## config.mk

```make
export PLATFORM = sky130hd
export DESIGN_NAME = csr_intc
export DESIGN_NICKNAME = d
export VERILOG_FILES = /design/src/rtl/csr_intc_pkg.sv /design/src/rtl/csr_intc_prescale.sv /design/src/rtl/csr_intc_edges.sv /design/src/rtl/csr_intc_timer.sv /design/src/rtl/csr_intc_cpuirq.sv /design/src/rtl/csr_intc.sv
export SDC_FILE = /design/constraint.sdc
export NUM_CORES = 1
export LEC_CHECK = 0
export ABC_AREA = 0
export BUFFER_PORTS_ARGS = -buffer_cell sky130_fd_sc_hd__buf_4
export CAP_MARGIN = 20
export CORE_ASPECT_RATIO = 1.75
export CORE_MARGIN = 8
export CORE_UTILIZATION = 47
export CTS_CLUSTER_SIZE = 25
export DETAILED_ROUTE_END_ITERATION = 10
export GPL_TIMING_DRIVEN = 0
export PLACE_DENSITY = 0.77
export SYNTH_ARGS = -nofsm -noshare
export SYNTH_HDL_FRONTEND = slang
export SYNTH_SLANG_ARGS = --single-unit
```

## constraint.sdc

```tcl
create_clock -name clk -period 1.2 [get_ports clk]
set_input_delay 0.06 -clock clk [delete_from_list [all_inputs] [get_ports clk]]
set_output_delay 0.06 -clock clk [all_outputs]
set_load 0.05 [all_outputs]
```

## src/rtl/csr_intc_pkg.sv

```systemverilog
`timescale 1ns/1ps
package csr_intc_pkg;
    localparam int CSR_W        = 32;
    localparam int ID_W         = 4;
    localparam int VEC_W        = 8;
    localparam int BIT_TMR_EN   = 15;
    localparam int BIT_JITTER   = 16;
    localparam int BIT_IRQ_EN   = 28;
    localparam int BIT_TMR_PEND = 29;

    typedef enum logic {
        TMR_IDLE    = 1'b0,
        TMR_PENDING = 1'b1
    } tmr_state_e;

    typedef enum logic {
        IRQ_LOW  = 1'b0,
        IRQ_HIGH = 1'b1
    } irq_state_e;
endpackage

```

## src/rtl/csr_intc_prescale.sv

```systemverilog
`timescale 1ns/1ps
module csr_intc_prescale #(
    parameter int TICK_DIV = 2
) (
    input  logic clk,
    input  logic rst_n,
    input  logic tick,
    output logic evt
);
    localparam int CNT_W = (TICK_DIV > 1) ? $clog2(TICK_DIV) : 1;

    generate
        if (TICK_DIV <= 1) begin : g_pass
            assign evt = tick;
        end else begin : g_div
            localparam logic [CNT_W-1:0] LAST = CNT_W'(TICK_DIV - 1);
            logic [CNT_W-1:0] cnt_q;

            always_ff @(posedge clk or negedge rst_n) begin
                if (!rst_n) begin
                    cnt_q <= '0;
                end else if (tick) begin
                    if (cnt_q == LAST) cnt_q <= '0;
                    else               cnt_q <= cnt_q + 1'b1;
                end
            end

            assign evt = tick && (cnt_q == LAST);

            AST_CNT_RANGE: assert property (@(posedge clk) disable iff (!rst_n)
                cnt_q <= LAST);
            AST_CNT_IDLE: assert property (@(posedge clk) disable iff (!rst_n)
                !tick |=> $stable(cnt_q));
        end
    endgenerate
endmodule

```

## src/rtl/csr_intc_edges.sv

```systemverilog
`timescale 1ns/1ps
module csr_intc_edges #(
    parameter int N = 32
) (
    input  logic         clk,
    input  logic         rst_n,
    input  logic [N-1:0] lines,
    output logic [N-1:0] rise,
    output logic [N-1:0] fall
);
    logic [N-1:0] prev_q;

    always_ff @(posedge clk or negedge rst_n) begin
        if (!rst_n) prev_q <= '0;
        else        prev_q <= lines;
    end

    generate
        for (genvar i = 0; i < N; i++) begin : g_bit
            assign rise[i] = lines[i] & ~prev_q[i];
            assign fall[i] = ~lines[i] & prev_q[i];
        end
    endgenerate
endmodule

```

## src/rtl/csr_intc_timer.sv

```systemverilog
`timescale 1ns/1ps
module csr_intc_timer
    import csr_intc_pkg::*;
(
    input  logic clk,
    input  logic rst_n,
    input  logic evt,
    input  logic enable,
    input  logic ack,
    output logic pending
);
    tmr_state_e state_q, state_d;

    always_comb begin
        state_d = state_q;
        unique case (state_q)
            TMR_IDLE:    if (evt && enable && !ack) state_d = TMR_PENDING; // arm
            TMR_PENDING: if (ack)                   state_d = TMR_IDLE;    // ack
            default:                                state_d = TMR_IDLE;
        endcase
    end

    always_ff @(posedge clk or negedge rst_n) begin
        if (!rst_n) state_q <= TMR_IDLE;
        else        state_q <= state_d;
    end

    always_comb begin
        pending = (state_q == TMR_PENDING);
    end

    AST_ACK_CLEARS: assert property (@(posedge clk) disable iff (!rst_n)
        ack |=> !pending);
    AST_PEND_HOLD: assert property (@(posedge clk) disable iff (!rst_n)
        pending && !ack |=> pending);
    AST_PEND_SET: assert property (@(posedge clk) disable iff (!rst_n)
        evt && enable && !ack |=> pending);
    AST_PEND_GATED: assert property (@(posedge clk) disable iff (!rst_n)
        !pending && !(evt && enable) |=> !pending);
endmodule

```

## src/rtl/csr_intc_cpuirq.sv

```systemverilog
`timescale 1ns/1ps
module csr_intc_cpuirq
    import csr_intc_pkg::*;
(
    input  logic clk,
    input  logic rst_n,
    input  logic any_rise,
    input  logic any_fall,
    input  logic enable,
    output logic irq
);
    irq_state_e state_q, state_d;

    always_comb begin
        state_d = state_q;
        unique case (state_q)
            IRQ_LOW:  if (any_rise && enable)  state_d = IRQ_HIGH; // raise
            IRQ_HIGH: if (any_fall && !enable) state_d = IRQ_LOW;  // drop
            default:                           state_d = IRQ_LOW;
        endcase
    end

    always_ff @(posedge clk or negedge rst_n) begin
        if (!rst_n) state_q <= IRQ_LOW;
        else        state_q <= state_d;
    end

    always_comb begin
        irq = (state_q == IRQ_HIGH);
    end

    AST_RISE_GATED: assert property (@(posedge clk) disable iff (!rst_n)
        $rose(irq) |-> $past(any_rise && enable));
    AST_FALL_GATED: assert property (@(posedge clk) disable iff (!rst_n)
        $fell(irq) |-> $past(any_fall && !enable));
endmodule

```

## src/rtl/csr_intc.sv

```systemverilog
`timescale 1ns/1ps
module csr_intc
    import csr_intc_pkg::*;
#(
    parameter int ADDR_W   = 13,
    parameter int TICK_DIV = 2
) (
    input  logic              clk,
    input  logic              rst_n,
    input  logic [ADDR_W-1:0] addr,
    input  logic              rd,
    input  logic              wr,
    input  logic [CSR_W-1:0]  wdata,
    output logic [CSR_W-1:0]  rdata,
    input  logic [ID_W-1:0]   cpu_id,
    input  logic [CSR_W-1:0]  irq_lines,
    input  logic              tick,
    output logic              cpu_irq,
    output logic              timer_irq
);
    localparam int WIN_BIT = ADDR_W - 1;

    logic [CSR_W-1:0] csr_q, csr_d, csr_view;
    logic [VEC_W-1:0] vec_q;
    logic             jit_q;
    logic [CSR_W-1:0] rise, fall;
    logic             tmr_evt, pending;
    logic             in_csr_win, in_vec_win, csr_hit, csr_acc, csr_wr, vec_wr;

    always_comb begin
        in_vec_win = addr[WIN_BIT];
        in_csr_win = !addr[WIN_BIT];
        csr_hit    = in_csr_win && (addr[WIN_BIT-1:0] == '0);
        csr_acc    = (rd || wr) && in_csr_win;
        csr_wr     = wr && csr_hit;
        vec_wr     = wr && in_vec_win;
    end

    csr_intc_prescale #(.TICK_DIV(TICK_DIV)) u_pre (
        .clk(clk), .rst_n(rst_n), .tick(tick), .evt(tmr_evt)
    );

    csr_intc_edges #(.N(CSR_W)) u_edg (
        .clk(clk), .rst_n(rst_n), .lines(irq_lines), .rise(rise), .fall(fall)
    );

    csr_intc_timer u_tmr (
        .clk(clk), .rst_n(rst_n), .evt(tmr_evt),
        .enable(csr_q[BIT_TMR_EN]), .ack(csr_wr), .pending(pending)
    );

    csr_intc_cpuirq u_irq (
        .clk(clk), .rst_n(rst_n), .any_rise(|rise), .any_fall(|fall),
        .enable(csr_q[BIT_IRQ_EN]), .irq(cpu_irq)
    );

    always_comb begin
        if (csr_wr) begin
            csr_d               = wdata;
            csr_d[BIT_TMR_PEND] = 1'b0;
        end else begin
            csr_d = (csr_q | rise) & ~fall;
        end
        if (csr_acc) csr_d[ID_W-1:0] = cpu_id;
    end

    always_ff @(posedge clk or negedge rst_n) begin
        if (!rst_n) begin
            csr_q <= '0;
            vec_q <= '0;
            jit_q <= 1'b0;
        end else begin
            csr_q <= csr_d;
            jit_q <= ~jit_q;
            if (vec_wr) vec_q <= wdata[VEC_W-1:0];
        end
    end

    always_comb begin
        csr_view                 = csr_q;
        csr_view[ID_W-1:0]       = cpu_id;
        csr_view[BIT_TMR_PEND]   = csr_q[BIT_TMR_PEND] | pending;
        csr_view[BIT_JITTER]     = csr_q[BIT_JITTER] ^ jit_q;
    end

    always_ff @(posedge clk or negedge rst_n) begin
        if (!rst_n) begin
            rdata <= '0;
        end else if (rd) begin
            if (in_vec_win)   rdata <= {{(CSR_W-VEC_W){1'b0}}, vec_q};
            else if (csr_hit) rdata <= csr_view;
            else              rdata <= '0;
        end
    end

    always_comb begin
        timer_irq = pending;
    end

    AST_ID_FORCED: assert property (@(posedge clk) disable iff (!rst_n)
        csr_acc |=> csr_q[ID_W-1:0] == $past(cpu_id));
    AST_OTHER_IGNORED: assert property (@(posedge clk) disable iff (!rst_n)
        wr && in_csr_win && !csr_hit && rise == '0 && fall == '0
        |=> $stable(csr_q[CSR_W-1:ID_W]));
    AST_VEC_HOLD: assert property (@(posedge clk) disable iff (!rst_n)
        !vec_wr |=> $stable(vec_q));
    AST_NO_DUAL_STROBE: assert property (@(posedge clk) disable iff (!rst_n)
        !(rd && wr));
    AST_TMR_BIT_VISIBLE: assert property (@(posedge clk) disable iff (!rst_n)
        timer_irq |-> csr_view[BIT_TMR_PEND]);
endmodule

```

=== Word-level counts from Yosys, hierarchy flattened ===
Index checks and enable logic that the tools add are counted.

* Output and inout port bits: 34
* Bits of input ports: 86
* Register bits: 108
* Logic and storage cells: 172

* Add/subtract/negate cells: 1
* Mux-type cells: 11
* Reductions and logical operators: 16
* Bitwise logic cells: 136

{| class="wikitable"
|+ Operators by type and width
! kind !! number
|-
| 32-bit two-way mux || 3
|-
| 1-bit NOT || 67
|-
| 1-bit AND || 64
|-
| 32-bit OR reduction || 2
|-
| 32-bit AND || 1
|-
| 32-bit NOT || 1
|-
| 32-bit OR || 1
|-
| 12-bit zero test || 1
|-
| 1-bit logical AND || 9
|-
| 1-bit two-way mux || 5
|-
| 4-bit two-way mux || 1
|-
| 1-bit one-hot mux with 2 select lines || 2
|-
| 1-bit zero test || 3
|-
| 1-bit adder (second input constant) || 1
|-
| 1-bit logical OR || 1
|-
| 1-bit OR || 1
|-
| 1-bit XOR || 1
|}

=== Logic depth before layout (Yosys ltp) ===
Gate-level depths: netlist of the first run.

* Depth after elaboration: 7
* Mapped depth: 7
* Mapped depth without buffers: 5

=== Cells and area by module ===
From an unflattened synthesis of the first run, not the netlist that was laid out.

* Cells, all modules: 414
* Area total of the unflattened synthesis: 4621.9 sq um

{| class="wikitable"
|+ By module, submodules not included
! module !! seq. area each (sq um) !! area each (sq um) !! cells an instance !! times used
|-
| csr_intc || 1726.7 || 3143.0 || 308 || 1
|-
| csr_intc_edges || 800.8 || 1361.3 || 96 || 1
|-
| csr_intc_cpuirq || 25.0 || 42.5 || 4 || 1
|-
| csr_intc_prescale || 25.0 || 41.3 || 3 || 1
|-
| csr_intc_timer || 25.0 || 33.8 || 3 || 1
|}

=== Worst setup path after synthesis of the first run ===
OpenSTA, ideal clock, no wires.

* Path kind: input -> register
* From: input addr[3]
* To: register csr_q[11]
* Arrival time: 1.631 ns
* Slack: -0.557 ns
* Path buffers: 1
* Library setup time: 0.125 ns
* Cell stages on the path: 5
* Data required time: 1.075 ns
* Path through: or4_1 nor4_4 nand2_4 buf_6 mux2_4

* Word-level cells in the longest chain between the ends: 4

{| class="wikitable"
|+ Ends and longest elaborated chain
! item !! line !! RTL
|-
| start, declared || csr_intc.sv:10 || <nowiki>input logic [ADDR_W-1:0] addr,</nowiki>
|-
| 12-bit zero test || csr_intc.sv:33 || <nowiki>csr_hit = in_csr_win && (addr[WIN_BIT-1:0] == '0);</nowiki>
|-
| 1-bit logical AND || csr_intc.sv:33 ||
|-
| 1-bit logical AND || csr_intc.sv:35 || <nowiki>csr_wr = wr && csr_hit;</nowiki>
|-
| 32-bit two-way mux || csr_intc.sv:58 || <nowiki>if (csr_wr) begin</nowiki>
|-
| named net csr_d[11] || csr_intc.sv:23 || <nowiki>logic [CSR_W-1:0] csr_q, csr_d, csr_view;</nowiki>
|-
| end signal, assigned || csr_intc.sv:73 || <nowiki>csr_q <= csr_d;</nowiki>
|-
| end, declared || csr_intc.sv:23 ||
|}

The timed path passes the listed nets, and every way through them passes these cells.
A chain may end at the register's enable or synchronous reset.

=== Final worst setup path of the first run ===
* From: input addr[4]
* To: register csr_q[13]

Same word-level chain as after synthesis.

==> metrics.md, run 1 <==
| Metric | Value |
|---|---|
| Synthesized cell area | `4470 sq um` |
| Post-synth top area share | `58.2%` |
| Reg clk slew, reported paths | `70 ps` |
| Io pins | `120` |
| Dpl cells | `617` |
| Compound-Gate Fraction of Synth Area | `10.1%` |
| First-pass GRT wire length | `22800 um` |
| Routability Congestion | `0.873` |
| Slew @ Worst Pin | `874 ps` |
| Initial antenna violation count | `0` |
| Largest cells by area after synthesis | `dfrtp_1, mux2_4, maj3_1` |
| Crit Path Class | `primary input to flop` |
| Distinct cells, synth | `36` |
| Setup ws final | `-251 ps` |
| Worst EP required | `1440 ps` |
| Yosys warns | `0` |
| Unrepaired setup endpoints after global routing | `yes` |
| Via count | `3967` |
| Clock buffer depth | `2` |
| DRT antenna net count | `0` |
| H-Tree Depth | `3` |
| Residual DRC | `0` |
| Final Critical Period | `1450 ps` |
| Worst endpoint data arrival time | `1690 ps` |
| Post-route non-filler standard cell count | `710` |
| Worst skew pair latency | `350 ps` |
| Critical Path Max Stage Delay | `530 ps` |
| Die span in x | `89.7 um` |
| Die Height | `145 um` |
| Synth Area in Simple Gates | `8.23%` |
| Vias in the first global route | `4254` |
| CP dominant cell by count | `buf_6` |
| VDD IR max | `0.918 mV` |
| GRT Residual Overflow | `0` |
| Combinational family with the most area after synthesis | `multiplexers` |
| Lkg Pwr | `0.00320 uW` |
| Layout cells sized above 1 | `40.6%` |
| Routed len/inst | `23.3 um` |
| Status | `complete, but fails checks` |
| GRT Total Usage | `22.4%` |
| CP endpoint kind | `flop` |
| Final Hold Violating Endpoints | `0` |
| Starting Density | `47.8%` |
| Post-synth top cells | `dfrtp_1, inv_1, maj3_1` |
| Post-Synth XOR/XNOR Area | `0.392%` |
| Most common cell in the netlist | `dfrtp_1` |
| CP max FO | `7` |
| DP Wirelength | `9510 um` |
| Worst-case reg-to-reg path depth | `5` |
| Startpoint Class | `primary input` |
| CP max-delay cell | `or4_4` |
| P per Cell Area | `1190 nW/um^2` |
| Largest area contributor in the synthesized netlist | `dfrtp_1` |
| Fin crit share | `121%` |
| Die Footprint | `13000 sq um` |
| Crit path cell chain | `buf_6 -> or4_4 -> nor4_4 -> buf_6 -> nand2_8 -> clkbuf_16 -> mux2_4` |
| CTS tree | `done` |
| Multiplexer area fraction after synthesis | `10.4%` |
| Critical path origin | `addr[4]` |
| Worst flop-to-flop path startpoint | `u_edg.prev_q[18]` |
| FF-to-FF End | `u_irq.irq` |
| Diode count | `0` |
| Area grow syn2layout | `59.5%` |
| Setup violators final | `59` |
| Mapped Nets | `464` |
| Number of synthesized flops with an enable pin | `0` |
| Total of max-cap violations | `0` |
| Total power | `8500 uW` |
| FF+latch count, synth | `104` |
| Initial DRC count | `303` |
| CTS buffer count | `9` |
| Clk sinks | `104` |
| Post-layout util | `76.2%` |
| Fmax | `0.689 GHz` |
| Slew Limit Fails | `0` |
| DR vias/cell | `5.59` |
| Avg Synthesized Cell Area | `11.8 sq um` |
| Routed WL | `16500 um` |
| Adder-cell share of the synthesized area | `6.27%` |
| CTS root buffer | `clkbuf_16` |
| Post-Syn Instances | `378` |
| IO buf count | `116` |
| Asr flop ratio synth | `100%` |
| Worst setup path endpoint | `csr_q[13]` |
| Worst Skew | `9.81 ps` |
| Sequential area share after synthesis | `58.2%` |
| R2R Setup Slk | `-230 ps` |
| Rel. slew slack | `41.7%` |
| Worst hold path type | `primary input to flop` |
| Most used DFF post-synth | `dfrtp_1` |
| Failing checks | `setup timing` |
| TritonRoute pass-1 iters | `4` |
| # nets final | `669` |
| Core area | `9350 sq um` |
| Rows | `47` |
| Pin count of the biggest net entering global routing | `73` |
[cell families after synthesis]
| logic type | count (synthesis) |
|---|---|
| adders and majority gates | 28 |
| muxes | 35 |
| and+or+nand+nor | 66 |
| xor gates and xnor gates | 2 |
| AOI/OAI and AO/OA | 72 |
| buffers and inverters | 71 |
| DFF | 104 |
[worst min-delay path by stage]
stage                  from               to  slack, ps  cells after the start
2_1_floorplan         rst_n        csr_q[10]       -240                      0
3_3_place_gp   irq_lines[2]  u_edg.prev_q[2]        180                      1
3_5_place_dp          rst_n        rdata[12]         30                      1
4_1_cts           cpu_id[2]         rdata[2]          8                      3
5_1_grt           cpu_id[3]         rdata[3]         20                      3
6_report          cpu_id[3]         rdata[3]         20                      3
[power breakdown]
group / internal (uW) / leakage (uW) / switching (uW)
clock: 1850 / 0.000159 / 1310
combinational: 708 / 0.00178 / 678
sequential: 3750 / 0.00127 / 218
[worst max-delay path: cells and delay by family]
kind                   cells  cell delay, ps
buffers and inverters      3             460
muxes                      1             300
and+or+nand+nor            3             870
[per-stage QoR]
step / hold WS [ps] / TNS, ps / worst slack, ps / area (sq um)
final: 24.6 / -8820 / -251 / 7130
after global routing: 18.2 / -10220 / -339 / 7130
after CTS: 8.20 / -11870 / -279 / 6840
after detailed placement: 31.9 / -46800 / -888 / 5550
after global placement: 180 / -45100 / -859 / 5520
after floorplan: -236 / -22800 / -520 / 4500
[repair_timing]
action,4_1_cts,5_1_grt
gates resized for setup,64,54
buffers inserted,7,0
hold endpoints to repair,101,0
hold buffers,66,0
setup endpoints to repair,62,62
gates cloned,2,3
pin swaps,20,15
[routing by layer]
layer	share of wire, %	GRT usage, %	up-vias
met1	35	23.9	2025
met4	5.7	12.4	0
met3	5.2	4.44	61
met5	0	0	-
met2	54	40.1	162
li1	-	-	1719
[final cells by class]
type                    instances  area (sq um)
flip-flops and latches        104          2600
fillers                       540          2220
multi-input cells             203          1930
repair buffers                194          1760
clock buffers                  14           284
inverters                      58           218
well taps                     122           153
plain buffers                  13           143
clock inverters                 2          35.0
[cells in the final DEF, fill, tap and decap left out, types with 5 or more instances in the layout]
master,n
a21oi_1,9
inv_1,58
dlygate4sd3_1,66
buf_6,8
o22ai_1,10
maj3_1,28
nand3_2,13
a22oi_1,6
mux2_4,19
nor2_1,11
o21ai_1,12
clkbuf_1,6
nor2b_1,13
mux2_2,16
buf_4,113
clkbuf_16,13
dfrtp_1,103
nand3_4,10
o21ai_2,13
a22oi_2,5
[registers in the layout, summed over array words and instances (netlist names)]
signal and count:
csr_q 28, jit_q 1, rdata 32, u_edg.prev_q 32, u_irq.irq 1, u_pre.g_div.cnt_q 1
u_tmr.pending 1, vec_q 8
Power figures use the tool's default switching activity.
==> inputs of run 2 (changes only) <==
Settings changed: CORE_ASPECT_RATIO 1.75 to 1.2.
==> run 2 against run 1 <==
Net effect:
- critical endpoint is now u_irq.irq
- the flow still finishes with violations (setup timing)
- sequential power is essentially flat
- via count grew 2.3%
- flip-flop and latch count is the same
- critical path depth shrank 2
- largest power group unchanged
- highest routed layer unchanged
- critical path type is now flop to flop
- final area grew 0.16%
- non-clock buffer count grew 2
- worst setup slack lost 200 ps
- first-iteration DRC count shrank 14%
- clock skew shrank 5.8 ps
- clock power shrank 2%
- wire length shrank 2.2%
==> metrics.md, run 2 (synthesized netlist as in run 1, its figures left out) <==
| Metric | Value |
|---|---|
| GRT Residual Overflow | `0 (unchanged)` |
| Fmax | `0.607 GHz (was 0.689 GHz)` |
| CTS root buffer | `clkbuf_16 (unchanged)` |
| CTS buffer count | `9 (unchanged)` |
| Worst endpoint data arrival time | `1860 ps (was 1690 ps)` |
| Routability Congestion | `0.854 (was 0.873)` |
| Status | `complete, but fails checks (unchanged)` |
| Routed WL | `16200 um (was 16500 um)` |
| Diode count | `0 (unchanged)` |
| H-Tree Depth | `3 (unchanged)` |
| Via count | `4057 (was 3967)` |
| Setup violators final | `61 (was 59)` |
| P per Cell Area | `1180 nW/um^2 (was 1190 nW/um^2)` |
| Routed len/inst | `22.7 um (was 23.3 um)` |
| Total of max-cap violations | `0 (unchanged)` |
| Placed Instance Area | `5550 sq um (about the same)` |
| Worst Skew | `3.99 ps (was 9.81 ps)` |
| Final Hold Violating Endpoints | `0 (unchanged)` |
| Starting Density | `47.7% (was 47.8%)` |
| Die Height | `123 um (was 145 um)` |
| Worst hold path type | `primary input to flop (unchanged)` |
| Rows | `39 (was 47)` |
| CP endpoint kind | `flop (unchanged)` |
| First-pass GRT wire length | `23800 um (was 22800 um)` |
| Reg clk slew, reported paths | `70 ps (about the same)` |
| Lkg Pwr | `0.00320 uW (about the same)` |
| Clock power share | `36.6% (was 37.1%)` |
| Die span in x | `105 um (was 89.7 um)` |
| Crit Path Class | `flop to flop (was primary input to flop)` |
| DP Wirelength | `9170 um (was 9510 um)` |
| Pin count of the biggest net entering global routing | `60 (was 73)` |
| Sw Pwr | `2180 uW (was 2200 uW)` |
| Unrepaired setup endpoints after global routing | `yes (unchanged)` |
| Most frequent cells in the layout | `buf_4, dfrtp_1, dlygate4sd3_1, inv_1, maj3_1 (unchanged)` |
| Slew Limit Fails | `0 (unchanged)` |
| CTS tree | `done (unchanged)` |
| Io pins | `120 (unchanged)` |
| Startpoint Class | `flop (was primary input)` |
| Vias in the first global route | `4297 (was 4254)` |
| Residual DRC | `0 (unchanged)` |
| Slew @ Worst Pin | `816 ps (was 874 ps)` |
| Seq pwr share | `46.9% (was 46.6%)` |
| DRT antenna net count | `0 (unchanged)` |
| Final Critical Period | `1650 ps (was 1450 ps)` |
| TritonRoute pass-1 iters | `5 (was 4)` |
| Die Footprint | `12900 sq um (was 13000 sq um)` |
| Clock buffer depth | `2 (unchanged)` |
| Largest regs | `rdata (32), u_edg.prev_q (32), csr_q (28) (unchanged)` |
| Worst EP required | `1410 ps (was 1440 ps)` |
| Clk sinks | `104 (unchanged)` |
| Fin area | `7140 sq um (was 7130 sq um)` |
| Initial antenna violation count | `0 (unchanged)` |
| Int Pwr | `6250 uW (was 6300 uW)` |
| Setup ws final | `-447 ps (was -251 ps)` |
| Worst skew pair latency | `350 ps (about the same)` |
| Switching share of total power | `25.9% (about the same)` |
| IO buf count | `116 (unchanged)` |
| GRT Total Usage | `24.2% (was 22.4%)` |
| Fin crit share | `137% (was 121%)` |
| Initial DRC count | `262 (was 303)` |
| Layout cells sized above 1 | `42.0% (was 40.6%)` |
| Commonest non-fill, non-tap cell in the layout | `buf_4 (unchanged)` |
| Rel. slew slack | `45.6% (was 41.7%)` |
| Combinational Power Share | `16.5% (was 16.3%)` |
| CP max FO | `2 (was 7)` |
| # nets final | `671 (was 669)` |
| Total power | `8430 uW (was 8500 uW)` |
| Failing checks | `setup timing (unchanged)` |
| DR vias/cell | `5.69 (was 5.59)` |
| Core area | `9370 sq um (was 9350 sq um)` |
| VDD IR max | `1.13 mV (was 0.918 mV)` |
| Area grow syn2layout | `59.7% (was 59.5%)` |
-- run 2: path summary, 6_finish.rpt --
path / start / cells after the start / end / slack [ps]
worst max-delay path: u_edg.prev_q[10] / 5 / u_irq.irq / -450
worst min-delay path: cpu_id[3] / 3 / rdata[3] / 10
worst max register to register: u_edg.prev_q[10] / 5 / u_irq.irq / -450
worst min register to register: jit_q / 1 / jit_q / 440
max in group asynchronous: rst_n / 3 / u_irq.irq / 210
min in group asynchronous: rst_n / 2 / csr_q[16] / 290
-- run 2: repair_timing --
item / CTS / global route
hold endpoints to repair: 114 / 0
setup buffers: 8 / 4
setup endpoints to repair: 60 / 62
gates cloned: 4 / 1
pin swaps: 26 / 13
resized for setup: 84 / 49
hold buffers: 66 / 0
-- run 2: cell type report --
class / instances / area [sq um]
plain buffers: 13 / 138
clock buffers: 14 / 274
clock inverters: 2 / 37.5
fillers: 525 / 2230
inverters: 58 / 218
multi-input cells: 203 / 1930
flip-flops and latches: 104 / 2600
well taps: 123 / 154
repair buffers: 196 / 1780
-- run 2: per-layer routing --
metal | GRT usage [%] | routed length, um
met1 | 27.0 | 5790
met3 | 6.46 | 1130
met5 | 0 | 0
met2 | 42.3 | 8450
met4 | 12.0 | 788
-- run 2: stage by stage --
| stage | hold WS [ps] | setup WS [ps] | TNS, ps | util [%] | cells |
|---|---|---|---|---|---|
| 6_report | 9.99 | -447 | -8980 | 76.2 | 713 |
| 3_3_place_gp | 188 | -828 | -46630 | 58.9 | 617 |
| 2_1_floorplan | -236 | -520 | -22800 | - | 378 |
| 5_1_grt | 26.8 | -488 | -11190 | 76.2 | 713 |
| 3_5_place_dp | 105 | -870 | -45850 | 59.2 | 618 |
| 4_1_cts | 8.55 | -250 | -11550 | 74.1 | 712 |
-- run 2: power groups by stage --
stage	registers (uW)	clock network, uW	logic [uW]
6_report	3950	3090	1390
5_1_grt	3970	3250	1470
4_1_cts	3910	3070	1290
3_5_place_dp	3960	0	1080
3_3_place_gp	3950	0	1050
2_1_floorplan	4040	0	451
-- run 2: worst max-delay path, cell delays in order, from the launching register on --
cell and delay (ps):
dfrtp_1 380, nor2b_2 80, a2111oi_4 330, nand4_1 240, o31ai_2 330, o21ai_1 150
